`src/rtl/mem_err_inject.sv`:
```
module mem_err_inject #(
  parameter int CHK_W = 32,
  parameter int CNT_W = 16
) (
  input  logic             clk,
  input  logic             rst_n,
  input  logic             cfg_we,
  input  logic [1:0]       cfg_addr,
  input  logic [63:0]      cfg_wdata,
  output logic [63:0]      cfg_rdata,
  input  logic             wr_valid,
  input  logic             wr_is_write,
  input  logic             wr_dimm,
  input  logic [1:0]       wr_rank,
  input  logic [3:0]       wr_bank,
  input  logic [15:0]      wr_page,
  input  logic [13:0]      wr_col,
  input  logic             wr_upper,
  input  logic [CHK_W-1:0] wr_check,
  output logic             out_valid,
  output logic [CHK_W-1:0] out_check,
  output logic             out_par_err,
  output logic             armed,
  output logic [CNT_W-1:0] inj_count
);
  localparam logic [1:0]  A_MATCH   = 2'd0;
  localparam logic [1:0]  A_FLIP    = 2'd1;
  localparam logic [1:0]  A_CTRL    = 2'd2;
  localparam logic [63:0] MATCH_RST = 64'h0000_03E0_0000_0000;

  logic [63:0]      match_q;
  logic [CHK_W-1:0] flip_q;
  logic [4:0]       ctl_q;
  logic [4:0]       fld_eq, fld_ok;
  logic             half_ok, hit;

  // field order LSB..MSB: column, page, bank, rank, dimm (matches flags 37..41)
  assign fld_eq = {wr_dimm == match_q[36], wr_rank == match_q[35:34],
                   wr_bank == match_q[33:30], wr_page == match_q[29:14],
                   wr_col == match_q[13:0]};
  assign fld_ok  = fld_eq | match_q[41:37];
  assign half_ok = (ctl_q[2:1] == 2'b00) | (ctl_q[1] & ~wr_upper) | (ctl_q[2] & wr_upper);
  assign hit     = armed & wr_valid & wr_is_write & (&fld_ok) & half_ok;

  always_ff @(posedge clk) begin
    if (!rst_n) begin
      match_q   <= MATCH_RST;
      flip_q    <= '0;
      ctl_q     <= '0;
      armed     <= 1'b0;
      inj_count <= '0;
    end else begin
      if (hit) begin
        inj_count <= inj_count + 1'b1;
        if (!ctl_q[0]) armed <= 1'b0;
      end
      if (cfg_we) begin
        case (cfg_addr)
          A_MATCH: begin match_q <= cfg_wdata; armed <= 1'b0; end
          A_FLIP:  begin flip_q <= cfg_wdata[CHK_W-1:0]; armed <= 1'b0; end
          A_CTRL: begin
            ctl_q <= cfg_wdata[4:0];
            armed <= |cfg_wdata[4:0];
            if (|cfg_wdata[4:0]) inj_count <= '0;
          end
          default: ;
        endcase
      end
    end
  end

  always_ff @(posedge clk) begin
    if (!rst_n) begin
      out_valid   <= 1'b0;
      out_check   <= '0;
      out_par_err <= 1'b0;
    end else begin
      out_valid   <= wr_valid;
      out_check   <= wr_check ^ ({CHK_W{hit & ctl_q[3]}} & flip_q);
      out_par_err <= hit & ctl_q[4];
    end
  end

  always_comb begin
    case (cfg_addr)
      A_MATCH: cfg_rdata = match_q;
      A_FLIP:  cfg_rdata = 64'(flip_q);
      A_CTRL:  cfg_rdata = {59'd0, ctl_q};
      default: cfg_rdata = '0;
    endcase
  end
endmodule

```
`config.mk`:
```
export PLATFORM = sky130hd
export DESIGN_NAME = mem_err_inject
export DESIGN_NICKNAME = d
export VERILOG_FILES = /design/src/rtl/mem_err_inject.sv
export SDC_FILE = /design/constraint.sdc
export NUM_CORES = 1
export LEC_CHECK = 0
export ABC_AREA = 1
export CORE_MARGIN = 1.5
export CORE_UTILIZATION = 45
export CTS_CLUSTER_SIZE = 40
export DETAILED_ROUTE_END_ITERATION = 6
export DONT_BUFFER_PORTS = 1
export PLACE_DENSITY = 0.58
export SYNTH_ARGS = -nofsm -noshare
export SYNTH_HDL_FRONTEND = slang
export SYNTH_SLANG_ARGS = --single-unit
```
`constraint.sdc`:
```
create_clock -name clk -period 2.05 [get_ports clk]
set_input_delay 0.3075 -clock clk [delete_from_list [all_inputs] [get_ports clk]]
set_output_delay 0.3075 -clock clk [all_outputs]
set_load 0.03 [all_outputs]
```
======== Word-level counts from Yosys, hierarchy flattened ========
Cells that the tools add are included.
Widths: inputs -> output; s select.
word-level totals
  output and inout bits ................... 115
  bits in read-only memories .............. 0
  memories ................................ 0
  RAM bits ................................ 0
  register bits ........................... 152
  bits in latches ......................... 0
  logic and storage cells ................. 47
operators by class
  equal/unequal tests ..................... 7
  magnitude comparators ................... 0
  shift operators ......................... 0
  divide/modulo/power cells ............... 0
  multipliers ............................. 0
  $add $sub $neg .......................... 1
  bitwise logic cells ..................... 14
  reduce and logical (&&, ||, !) cells .... 8
  multiplexer cells ....................... 9
operators by type and width
  cell                   number
  $pmux 64 s3            1
  $mux 16                4
  $and 32x32->32         1
  $xor 32x32->32         1
  $add 16x1->16 const B  1
  $eq 16x16->1           1
  $eq 14x14->1           1
  $and 1x1->1            8
  $reduce_and 2->1       3
  $or 5x5->5             1
  $reduce_and 5->1       1
  $reduce_or 5->1        1
  $eq 4x4->1             1
  $logic_not 2->1        2
  $mux 1                 3
  $eq 2x1->1 const B     1
  $eq 2x2->1             1
  $eq 2x2->1 const B     1
  $or 1x1->1             2
  $pmux 1 s2             1
  $reduce_or 2->1        1
  $eq 1x1->1             1
  $not 1->1              1

======== Depth between registers and ports, before layout ========
Gate-level depths: netlist of the first run.
  depth after elaboration ................. 9
  gate-level depth with buffers ........... 14

======== Least setup slack after synthesis of the first run ========
OpenSTA, ideal clock, no wires.
  kind .................................... input to output
  start ................................... input cfg_addr[0]
  end ..................................... output cfg_rdata[21]
  data arrival time ....................... 1750 ps
  cell stages on the path ................. 5
  path slack .............................. -7 ps
  path through ............................ inv_1 nor2_1 clkinv_1 clkbuf_1 o21ai_0
on the way
  word-level cells in the longest chain between the ends .. 2
  elaborated cells between the ends (all ways) .. 4
ends and longest elaborated chain
  item                                      line  source
  start, declared                           8     input logic [1:0] cfg_addr,
  $eq 2x2->1, or another cell as far along  85    case (cfg_addr)
  $pmux 64 s3 (*)                           85
  end, declared                             10    output logic [63:0] cfg_rdata,
Every way passes the cells marked *; elsewhere a longest branch is shown, timed or not.

======== Worst setup path in the final report of the first run ========
  start ................................... register match_q[6]
  end ..................................... register out_check[8]
on the way
  word-level cells in the longest chain between the ends .. 8
ends and longest elaborated chain
  item                       line  source
  start, declared            31    logic [63:0] match_q;
  start signal, assigned     47    match_q <= MATCH_RST;
  start signal, assigned     59    A_MATCH: begin match_q <= cfg_wdata; armed <= 1'b0; end
  $eq 14x14->1               40    wr_col == match_q[13:0]};
  $or 5x5->5                 41    assign fld_ok = fld_eq | match_q[41:37];
  $reduce_and 5->1           43    assign hit = armed & wr_valid & wr_is_write & (&fld_ok) & half_ok;
  $and 1x1->1 (2 in series)  43
  $and 1x1->1                79    out_check <= wr_check ^ ({CHK_W{hit & ctl_q[3]}} & flip_q);
  $and 32x32->32             79
  $xor 32x32->32             79
  end signal, assigned       79
  end, declared              21    output logic [CHK_W-1:0] out_check,
Every way passes these cells.
A chain may end at the register's enable or synchronous reset.

==> flow_metrics.py, run 1 <==
metrics = {
    "run_status": {
        "status": "complete, no violations",
    },
    "layout": {
        "syn2layout_area_growth_pct": 23.3,
        "multi_input_area_um2": 3330,
        "final_area_um2": 8780,
        "num-fill-cells": 1525,
        "mostFrequentLayoutCells": "nor2_1, nand2_1, dfxtp_1",
        "fin_cells": 1361,
        "final_common_cell": "nor2_1",
        "nNetsFinal": 1279,
        "ff_latch_area_um2": 3040,
        "fin_util_pct": 57.3,
        "layout-drive-gt1-share_pct": 12.7,
        "antenna_cells": 0,
    },
    "sta": {
        "tightest_slew_ns": 1.13,
        "holdWs_ns": 0.00935,
        "relSlewSlack_pct": 24.7,
        "max_freq_ghz": 0.517,
        "setup_violations": 0,
        "tns_ns": 0,
        "slew_violations": 0,
        "final.period_utilization_pct": 94.4,
        "finalCriticalPeriod_ns": 1.93,
        "hold_viol": 0,
        "clock_skew_ns": 0.00980,
    },
    "logic_synthesis": {
        "ys_seq_elements": 152,
        "synthCells": 1061,
        "synth_cell_type_count": 29,
        "yosys_warnings": 0,
        "netlist_top_cells_area": "dfxtp_1, nor2_1, nand2_1",
        "syn_area_um2": 7120,
        "synth-seq-area-share_pct": 42.7,
        "yosys.area.top_type": "dfxtp_1",
        "synth_top_area_share_pct": 42.7,
        "avgSynthCellArea_um2": 6.71,
        "synthesis.nets": 1203,
    },
    "pwr": {
        "power_switching_w": 0.00191,
        "p_int_w": 0.00523,
        "combPwrFrac_pct": 9.9,
        "ir_worst_vdd_uv": 594,
        "swShare_pct": 26.8,
        "p_leak_nw": 3.67,
        "power_density_nw_per_um2": 814,
        "seq_power_share_pct": 45.3,
        "clkPwrFrac_pct": 44.8,
    },
    "setup_path": {
        "arrival_ns": 2.26,
        "start_kind": "register",
        "worstPathMaxFanout": 12,
        "crit_path_end_kind": "register",
        "crit_type": "reg2reg",
        "required_ns": 2.38,
    },
    "placement": {
        "post-dp-hpwl_mm": 14.7,
        "place_inst": 1316,
        "place_area_um2": 7990,
        "port_buffers": 0,
        "gp_congestion": 0.830,
    },
    "die": {
        "start_util_pct": 46.5,
        "row_count": 45,
        "core-area_um2": 15300,
        "die_area_um2": 16600,
        "dieHeight_um": 129,
        "io_pins": 256,
        "die_x_um": 129,
    },
    "worst_hold_path": {
        "hp-class": "in2reg",
    },
    "drt": {
        "via_per_inst": 5.12,
        "first_pass_iters": 5,
        "wl_per_cell_um": 16.3,
        "vias": 6973,
        "wirelength_mm": 22.2,
        "drc_errors": 0,
        "drt_iter0_markers": 360,
        "ant_nets": 0,
    },
    "clocking": {
        "cts_buffer_depth": 2,
        "cts.sinks": 152,
        "htreeDepth": 4,
        "cts_tree": "built",
        "cts_buffers": 17,
        "clkLatencyLatePin_ns": 0.43,
        "path_clk_slew_ns": 0.07,
        "root_buffer": "clkbuf_16",
    },
    "global_route": {
        "grt-ovfl-total": 0,
        "grt_usage_pct": 26.4,
        "grt_pass1_vias": 6547,
        "grt_max_degree": 116,
        "grt_pass1_wl_mm": 33.9,
        "antenna_found_initial": 0,
    },
    "run": {
        "cap_violations": 0,
    },
}
## layout make-up
| type | instances | share of cell area [%] |
|---|---|---|
| Clock buffer | 20 | 5.20 |
| Clock inverter | 12 | 1.61 |
| Inverter | 140 | 5.99 |
| Multi-Input combinational cell | 713 | 38.0 |
| Sequential cell | 152 | 34.7 |
| Tap cell | 211 | 3.01 |
| Timing Repair Buffer | 113 | 11.5 |
## repair_timing
item	in CTS	in global routing
hold buffers	6	1
setup buffers	0	1
setup endpoints to repair	0	25
hold endpoints to repair	22	1
gates resized for setup	0	2
## power by group through the flow
stage / clock network, W / logic (W) / registers, W
after floorplan: 0 / 0.000516 / 0.00328
after global placement: 0 / 0.000672 / 0.00330
after detailed placement: 0 / 0.000681 / 0.00330
after global routing: 0.00338 / 0.000801 / 0.00325
final: 0.00320 / 0.000711 / 0.00324
after CTS: 0.00325 / 0.000704 / 0.00323
## path summary, 6_finish.rpt
path | startpoint | slack (ns) | end | cells past startpoint
setup / recovery | match_q[6] | 0.12 | out_check[8] | 15
hold / removal | wr_check[13] | 0.009 | out_check[13] | 2
setup reg to reg | match_q[6] | 0.12 | out_check[8] | 15
hold reg to reg | match_q[50] | 0.45 | match_q[50] | 2
## per-stage QoR
| step | worst slack (ns) | total power, W |
|---|---|---|
| 2_1_floorplan | -0.00720 | 0.00380 |
| 3_3_place_gp | 0.216 | 0.00397 |
| 3_5_place_dp | 0.158 | 0.00398 |
| 4_1_cts | 0.137 | 0.00719 |
| 5_1_grt | -0.00484 | 0.00743 |
| 6_report | 0.115 | 0.00714 |
## cell families after synthesis
group,Yosys count,synth area share [%]
AND/OR/NAND/NOR,438,24.8
flip-flops,152,42.7
XOR/XNOR,30,3.69
AO/OA/AOI/OAI,244,18.0
adder cells (fa/ha/maj),1,0.176
buffers and inverters,196,10.6
## Yosys cell counts
cell type and number:
nor4_1 1, buf_6 1, nor2_1 196, clkinv_1 1, nor2_2 2, buf_2 6, o21ai_0 109, nor3_1 3
nand3_1 12, inv_2 1, xnor2_1 18, or2_0 1, o21ai_1 2, o211ai_1 5, nand2_1 185, clkbuf_1 38
a21boi_0 1, buf_4 1, nand4_1 36, xor2_1 12, o31ai_1 1, dfxtp_1 152, ha_1 1, o22ai_1 17
o221ai_1 5, or2_2 2, inv_1 138, buf_1 10, a21oi_1 104
## routing by layer
metal	wire length [um]	GRT usage (%)
met1	9690	34.0
met2	9850	41.5
met3	2250	9.56
met4	392	8.39
met5	0	0
## sequential cells by signal (all words and copies together), names as in the netlist
register,cells
armed,1
ctl_q,5
flip_q,32
inj_count,16
match_q,64
out_check,32
out_par_err,1
out_valid,1
## critical path, cell delays in order, from the launching register on
cell and delay, ns:
dfxtp_1 0.33, inv_1 0.06, nand2_1 0.06, nand2_1 0.05, nor2_1 0.14, nand2_1 0.09
nor2_2 0.12, nand2_1 0.08, nand2_1 0.10, nand2_1 0.09, nor2_4 0.18, buf_12 0.15
clkbuf_16 0.17, nand4_1 0.09, nand2_1 0.08, nor2_1 0.03
No activity file was read; power rests on OpenSTA's default activity.
==> inputs of run 2 (changes only) <==
==> constraint.sdc (replaced) <==
create_clock -name clk -period 2.05 [get_ports clk]
set_input_delay 0.205 -clock clk [delete_from_list [all_inputs] [get_ports clk]]
set_output_delay 0.205 -clock clk [all_outputs]
set_load 0.03 [all_outputs]
==> run 2 against run 1 <==
Net effect:
- routed wire length increased by 1.5%
- critical path type unchanged
- highest routed layer unchanged
- sequential share of layout area is 3.0 points lower
- utilization is 5.4 points higher
- global-route usage is 0.67 points higher
==> flow_metrics.py, run 2 (same netlist as run 1, synthesis figures left out) <==
metrics = {
    "die": {
        "core-area_um2": 15300,
        "dieHeight_um": 129,
        "row_count": 45,
        "start_util_pct": 46.5,
        "io_pins": 256,
        "die_x_um": 129,
        "die_area_um2": 16600,
    },
    "drt": {
        "via_per_inst": 5.05,
        "wl_per_cell_um": 15.5,
        "first_pass_iters": 5,
        "ant_nets": 0,
        "wirelength_mm": 22.5,
        "vias": 7339,
        "drt_iter0_markers": 416,
        "drc_errors": 0,
    },
    "worst_hold_path": {
        "min-delay-start": "cfg_wdata[12]",
        "min_to": "flip_q[12]",
        "hold_depth": 2,
        "hp-class": "in2reg",
    },
    "global_route": {
        "antenna_found_initial": 0,
        "grt-ovfl-total": 0,
        "grt_pass1_wl_mm": 35.4,
        "grt_max_degree": 125,
        "grt_usage_pct": 27.1,
        "grt_pass1_vias": 6992,
    },
    "clocking": {
        "root_buffer": "clkbuf_16",
        "htreeDepth": 4,
        "cts_buffer_depth": 2,
        "clkLatencyLatePin_ns": 0.42,
        "cts.sinks": 152,
        "cts_tree": "built",
        "path_clk_slew_ns": 0.07,
        "cts_buffers": 17,
    },
    "sta": {
        "hold_viol": 0,
        "setup_violations": 0,
        "final.period_utilization_pct": 89.4,
        "slew_violations": 0,
        "rsz0062_at_grt": "false",
        "tns_ns": 0,
        "holdWs_ns": 0.0304,
        "tightest_slew_ns": 0.674,
        "finalCriticalPeriod_ns": 1.83,
        "clock_skew_ns": 0.00933,
        "setup_slack_ns": 0.217,
        "relSlewSlack_pct": 55.1,
        "max_freq_ghz": 0.545,
    },
    "placement": {
        "pre_cts_slack_ns": 0.170,
        "post-dp-hpwl_mm": 14.6,
        "place_inst": 1316,
        "gp_congestion": 0.838,
        "port_buffers": 0,
    },
    "pwr": {
        "power_density_nw_per_um2": 756,
        "ir_worst_vdd_uv": 533,
        "p_leak_nw": 4.01,
        "total_power_w": 0.00726,
    },
    "layout": {
        "num-fill-cells": 1450,
        "regMostFlops": "match_q",
        "largest_registers": "match_q (64), flip_q (32), out_check (32)",
        "mostFrequentLayoutCells": "nor2_1, nand2_1, dfxtp_1",
        "largest_reg_flops": 64,
        "syn2layout_area_growth_pct": 34.9,
        "antenna_cells": 0,
        "final_common_cell": "nor2_1",
        "fin_cells": 1453,
        "layout-drive-gt1-share_pct": 11.1,
        "multi_input_area_um2": 3330,
        "nNetsFinal": 1371,
        "ff_latch_area_um2": 3040,
    },
    "run": {
        "cap_violations": 0,
    },
    "setup_path": {
        "required_ns": 2.36,
        "start_kind": "register",
        "r2r_slack_ns": 0.22,
        "crit_path_end_kind": "register",
        "reg2reg_depth": 14,
        "worstPathMaxFanout": 41,
        "r2r_start": "match_q[6]",
        "reg2reg_to": "out_check[17]",
        "crit_type": "reg2reg",
        "arrival_ns": 2.15,
    },
    "run_status": {
        "status": "complete, no violations",
    },
}
## run 2: critical path: stages, from the launching register on
cell	delay (ns)
dfxtp_1	0.32
inv_1	0.07
nand2_1	0.06
nand2_1	0.05
nor2_1	0.13
nand2_1	0.08
nor2_1	0.11
nand2_1	0.10
nand2_1	0.11
nand2_1	0.09
nor2_4	0.13
buf_12	0.23
nand4_1	0.12
nand2_1	0.08
nor2_1	0.04
## run 2: where the power goes
group / internal [W] / switching [W] / leakage (nW)
combinational: 0.000379 / 0.000518 / 2.49
sequential: 0.00309 / 0.000142 / 1.25
clock: 0.00186 / 0.00127 / 0.273
## run 2: repair_timing
action                                  in CTS  in global routing
endpoints found under the hold margin      136                  0
endpoints found under the setup margin       0                 24
buffers inserted                             0                  0
resized for setup                            0                  1
hold buffers                               105                  0
## run 2: worst max path at each step
| stage | end | startpoint | slack [ns] |
|---|---|---|---|
| after floorplan | cfg_rdata[21] | cfg_addr[0] | 0.20 |
| after global placement | out_check[17] | match_q[36] | 0.22 |
| after detailed placement | out_check[17] | match_q[36] | 0.17 |
| after CTS | out_check[17] | match_q[36] | 0.16 |
| after global routing | out_check[17] | match_q[7] | 0.002 |
| final | out_check[17] | match_q[6] | 0.22 |
## run 2: metrics by stage
| stage | cell area, um2 | utilization (%) |
|---|---|---|
| final | 9610 | 62.7 |
| after global routing | 9610 | 62.7 |
| after floorplan | 7120 | - |
| after CTS | 9600 | 62.7 |
| after global placement | 7950 | 51.9 |
| after detailed placement | 7950 | 51.9 |
## run 2: area by class of cell
class                      instances  area share, %
timing repair buffer             205           19.3
clock inverter                    10           1.26
inverter                         140           5.47
sequential                       152           31.7
multi-input combinational        713           34.7
tap                              211           2.75
clock buffer                      22           4.83
## run 2: metal layers
metal | track usage [%] | part of all wire (%)
met1 | 34.5 | 44
met2 | 44.7 | 46
met3 | 7.86 | 8.9
met4 | 8.20 | 1.0
met5 | 0 | 0
==> inputs of run 3 (changes only) <==
CORE_UTILIZATION = 55   (was 45)
PLACE_DENSITY = 0.68   (was 0.58)
==> run 3 against run 2 <==
Net effect:
- critical path type unchanged
- hold slack got worse by 0.016 ns
- sequential share of layout area decreased by 0.12 points
- via count increased by 3.0%
- design area increased by 0.38%
- critical endpoint is now out_check[8]
- the run now ends with design-rule violations left
- highest routed layer unchanged
- die area decreased by 18%
- clock skew decreased by 0.0027 ns
- cell count decreased by 2.4%
- utilization increased by 14 points
- sequential power about the same
- register-to-register slack got worse by 0.03 ns
- routed wire length increased by 0.51%
==> flow_metrics.py, run 3 (same netlist as run 1, synthesis figures left out) <==
metrics = {
    "run_status": {
        "status": "finished, violations left",
        "failed_checks": "design-rule violations",
    },
    "layout": {
        "nNetsFinal": 1375,
        "layout-drive-gt1-share_pct": 11.6,
        "final_area_um2": 9640,
        "antenna_cells": 0,
        "final_common_cell": "nor2_1",
        "mostFrequentLayoutCells": "nor2_1, nand2_1, dfxtp_1",
        "largest_registers": "match_q (64), flip_q (32), out_check (32)",
        "regMostFlops": "match_q",
        "syn2layout_area_growth_pct": 35.4,
        "largest_reg_flops": 64,
    },
    "setup_path": {
        "reg2reg_to": "out_check[8]",
        "start_kind": "register",
        "required_ns": 2.37,
        "arrival_ns": 2.18,
        "r2r_start": "match_q[0]",
        "crit_type": "reg2reg",
        "r2r_slack_ns": 0.18,
        "reg2reg_depth": 15,
        "worstPathMaxFanout": 18,
        "crit_path_end_kind": "register",
    },
    "sta": {
        "setup_violations": 0,
        "rsz0062_at_grt": "false",
        "max_freq_ghz": 0.536,
        "relSlewSlack_pct": 55.4,
        "hold_viol": 0,
        "tns_ns": 0,
        "slew_violations": 0,
        "clock_skew_ns": 0.00658,
        "tightest_slew_ns": 0.669,
        "final.period_utilization_pct": 91.0,
        "finalCriticalPeriod_ns": 1.87,
    },
    "drt": {
        "topRoutingLayerUsed": "met4",
        "drc_errors": 1,
        "ant_nets": 0,
        "met1_length_mm": 9.25,
        "via_per_inst": 5.33,
        "vias": 7560,
        "drt_iter0_markers": 582,
        "wl_per_cell_um": 15.9,
        "first_pass_iters": 7,
        "wl_met3_mm": 2.12,
        "wl_met2_mm": 10.6,
        "wirelength_mm": 22.6,
    },
    "pwr": {
        "seq_power_share_pct": 43.5,
        "swShare_pct": 25.6,
        "p_int_w": 0.00554,
        "clkPwrFrac_pct": 44.4,
        "ir_worst_vdd_uv": 494,
        "power_density_nw_per_um2": 773,
        "combPwrFrac_pct": 12.1,
        "power_switching_w": 0.00191,
        "p_leak_nw": 4.05,
    },
    "placement": {
        "place_area_um2": 7890,
        "post-dp-hpwl_mm": 14.1,
        "port_buffers": 0,
        "gp_congestion": 0.851,
    },
    "global_route": {
        "grt_pass1_vias": 7193,
        "antenna_found_initial": 0,
        "grt_max_degree": 125,
        "grt-ovfl-total": 0,
        "grt_pass1_wl_mm": 34.8,
        "grt_usage_pct": 32.9,
    },
    "die": {
        "dieHeight_um": 117,
        "row_count": 41,
        "core-area_um2": 12600,
        "die_area_um2": 13600,
        "start_util_pct": 56.4,
        "die_x_um": 117,
        "io_pins": 256,
    },
    "worst_hold_path": {
        "hold_depth": 3,
        "min_to": "out_check[13]",
        "min-delay-start": "wr_check[13]",
        "hp-class": "in2reg",
    },
    "clocking": {
        "cts_tree": "built",
        "htreeDepth": 4,
        "cts.sinks": 152,
        "clkLatencyLatePin_ns": 0.42,
        "root_buffer": "clkbuf_16",
        "path_clk_slew_ns": 0.06,
        "cts_buffer_depth": 2,
        "cts_buffers": 17,
    },
    "run": {
        "cap_violations": 0,
    },
}
==> run 3: cell count changes in the layout (fill, tap and decap cells not counted), sizes merged <==
cell | before | now
buf | 101 | 103
clkinvlp | 4 | 3
clkinv | 5 | 6
clkbuf | 22 | 21
dlygate4sd3 | 104 | 105
bufinv | 2 | 4
==> run 3: area by class of cell <==
type,instances,area [um2]
clock buffer,20,447
clock inverter,12,175
fill,955,2980
inverter,140,526
multi-input combinational,713,3340
sequential,152,3040
tap,172,215
timing repair buffer,209,1900
==> run 3: metal layers <==
layer | track usage [%] | vias to the layer above
li1 | - | 3738
met1 | 38.9 | 3419
met2 | 55.8 | 348
met3 | 10.2 | 55
met4 | 13.3 | 0
met5 | 0 | -
==> run 3: how the worst max path moves through the flow <==
| stage | from | to | depth (start not counted) |
|---|---|---|---|
| final | match_q[0] | out_check[8] | 15 |
| after floorplan | cfg_addr[0] | cfg_rdata[21] | 5 |
| after CTS | match_q[1] | out_check[25] | 14 |
| after detailed placement | match_q[1] | out_check[25] | 14 |
| after global routing | match_q[1] | out_check[3] | 15 |
| after global placement | match_q[1] | out_check[17] | 14 |
==> run 3: worst max-delay path: stages, from the launching register on <==
cell       delay, ns
dfxtp_1         0.34
inv_1           0.08
nand2_1         0.06
nand2_1         0.05
nor2_1          0.10
nand2_1         0.10
nor2_2          0.13
nand2_2         0.09
nand2_2         0.08
nand2_1         0.08
nor2_4          0.14
buf_4           0.15
clkbuf_16       0.17
nand4_1         0.08
nand2_1         0.07
nor2_1          0.04
==> run 3: power groups by stage <==
stage	clock network (W)	logic (W)	registers, W
after CTS	0.00333	0.000880	0.00324
final	0.00331	0.000904	0.00324
after detailed placement	0	0.000663	0.00330
after global placement	0	0.000654	0.00330
after global routing	0.00346	0.00100	0.00325
after floorplan	0	0.000516	0.00328
==> run 3: timing repair <==
action                                  in CTS  in global routing
hold buffers                               106                  0
setup buffers                                0                  2
hold endpoints to repair                   136                  0
gates resized for setup                      0                  5
endpoints found under the setup margin       0                 34
==> run 3: per-stage QoR <==
stage	cells	power (W)	util (%)	setup WS [ns]	hold slack [ns]
floorplan	1061	0.00380	-	0.198	0.298
global placement	1277	0.00395	62.5	0.245	0.304
detailed placement	1277	0.00396	62.5	0.197	0.305
CTS	1415	0.00744	76.0	0.181	0.00121
global route	1418	0.00772	76.4	0.00656	0.00539
finish	1418	0.00745	76.4	0.184	0.0145
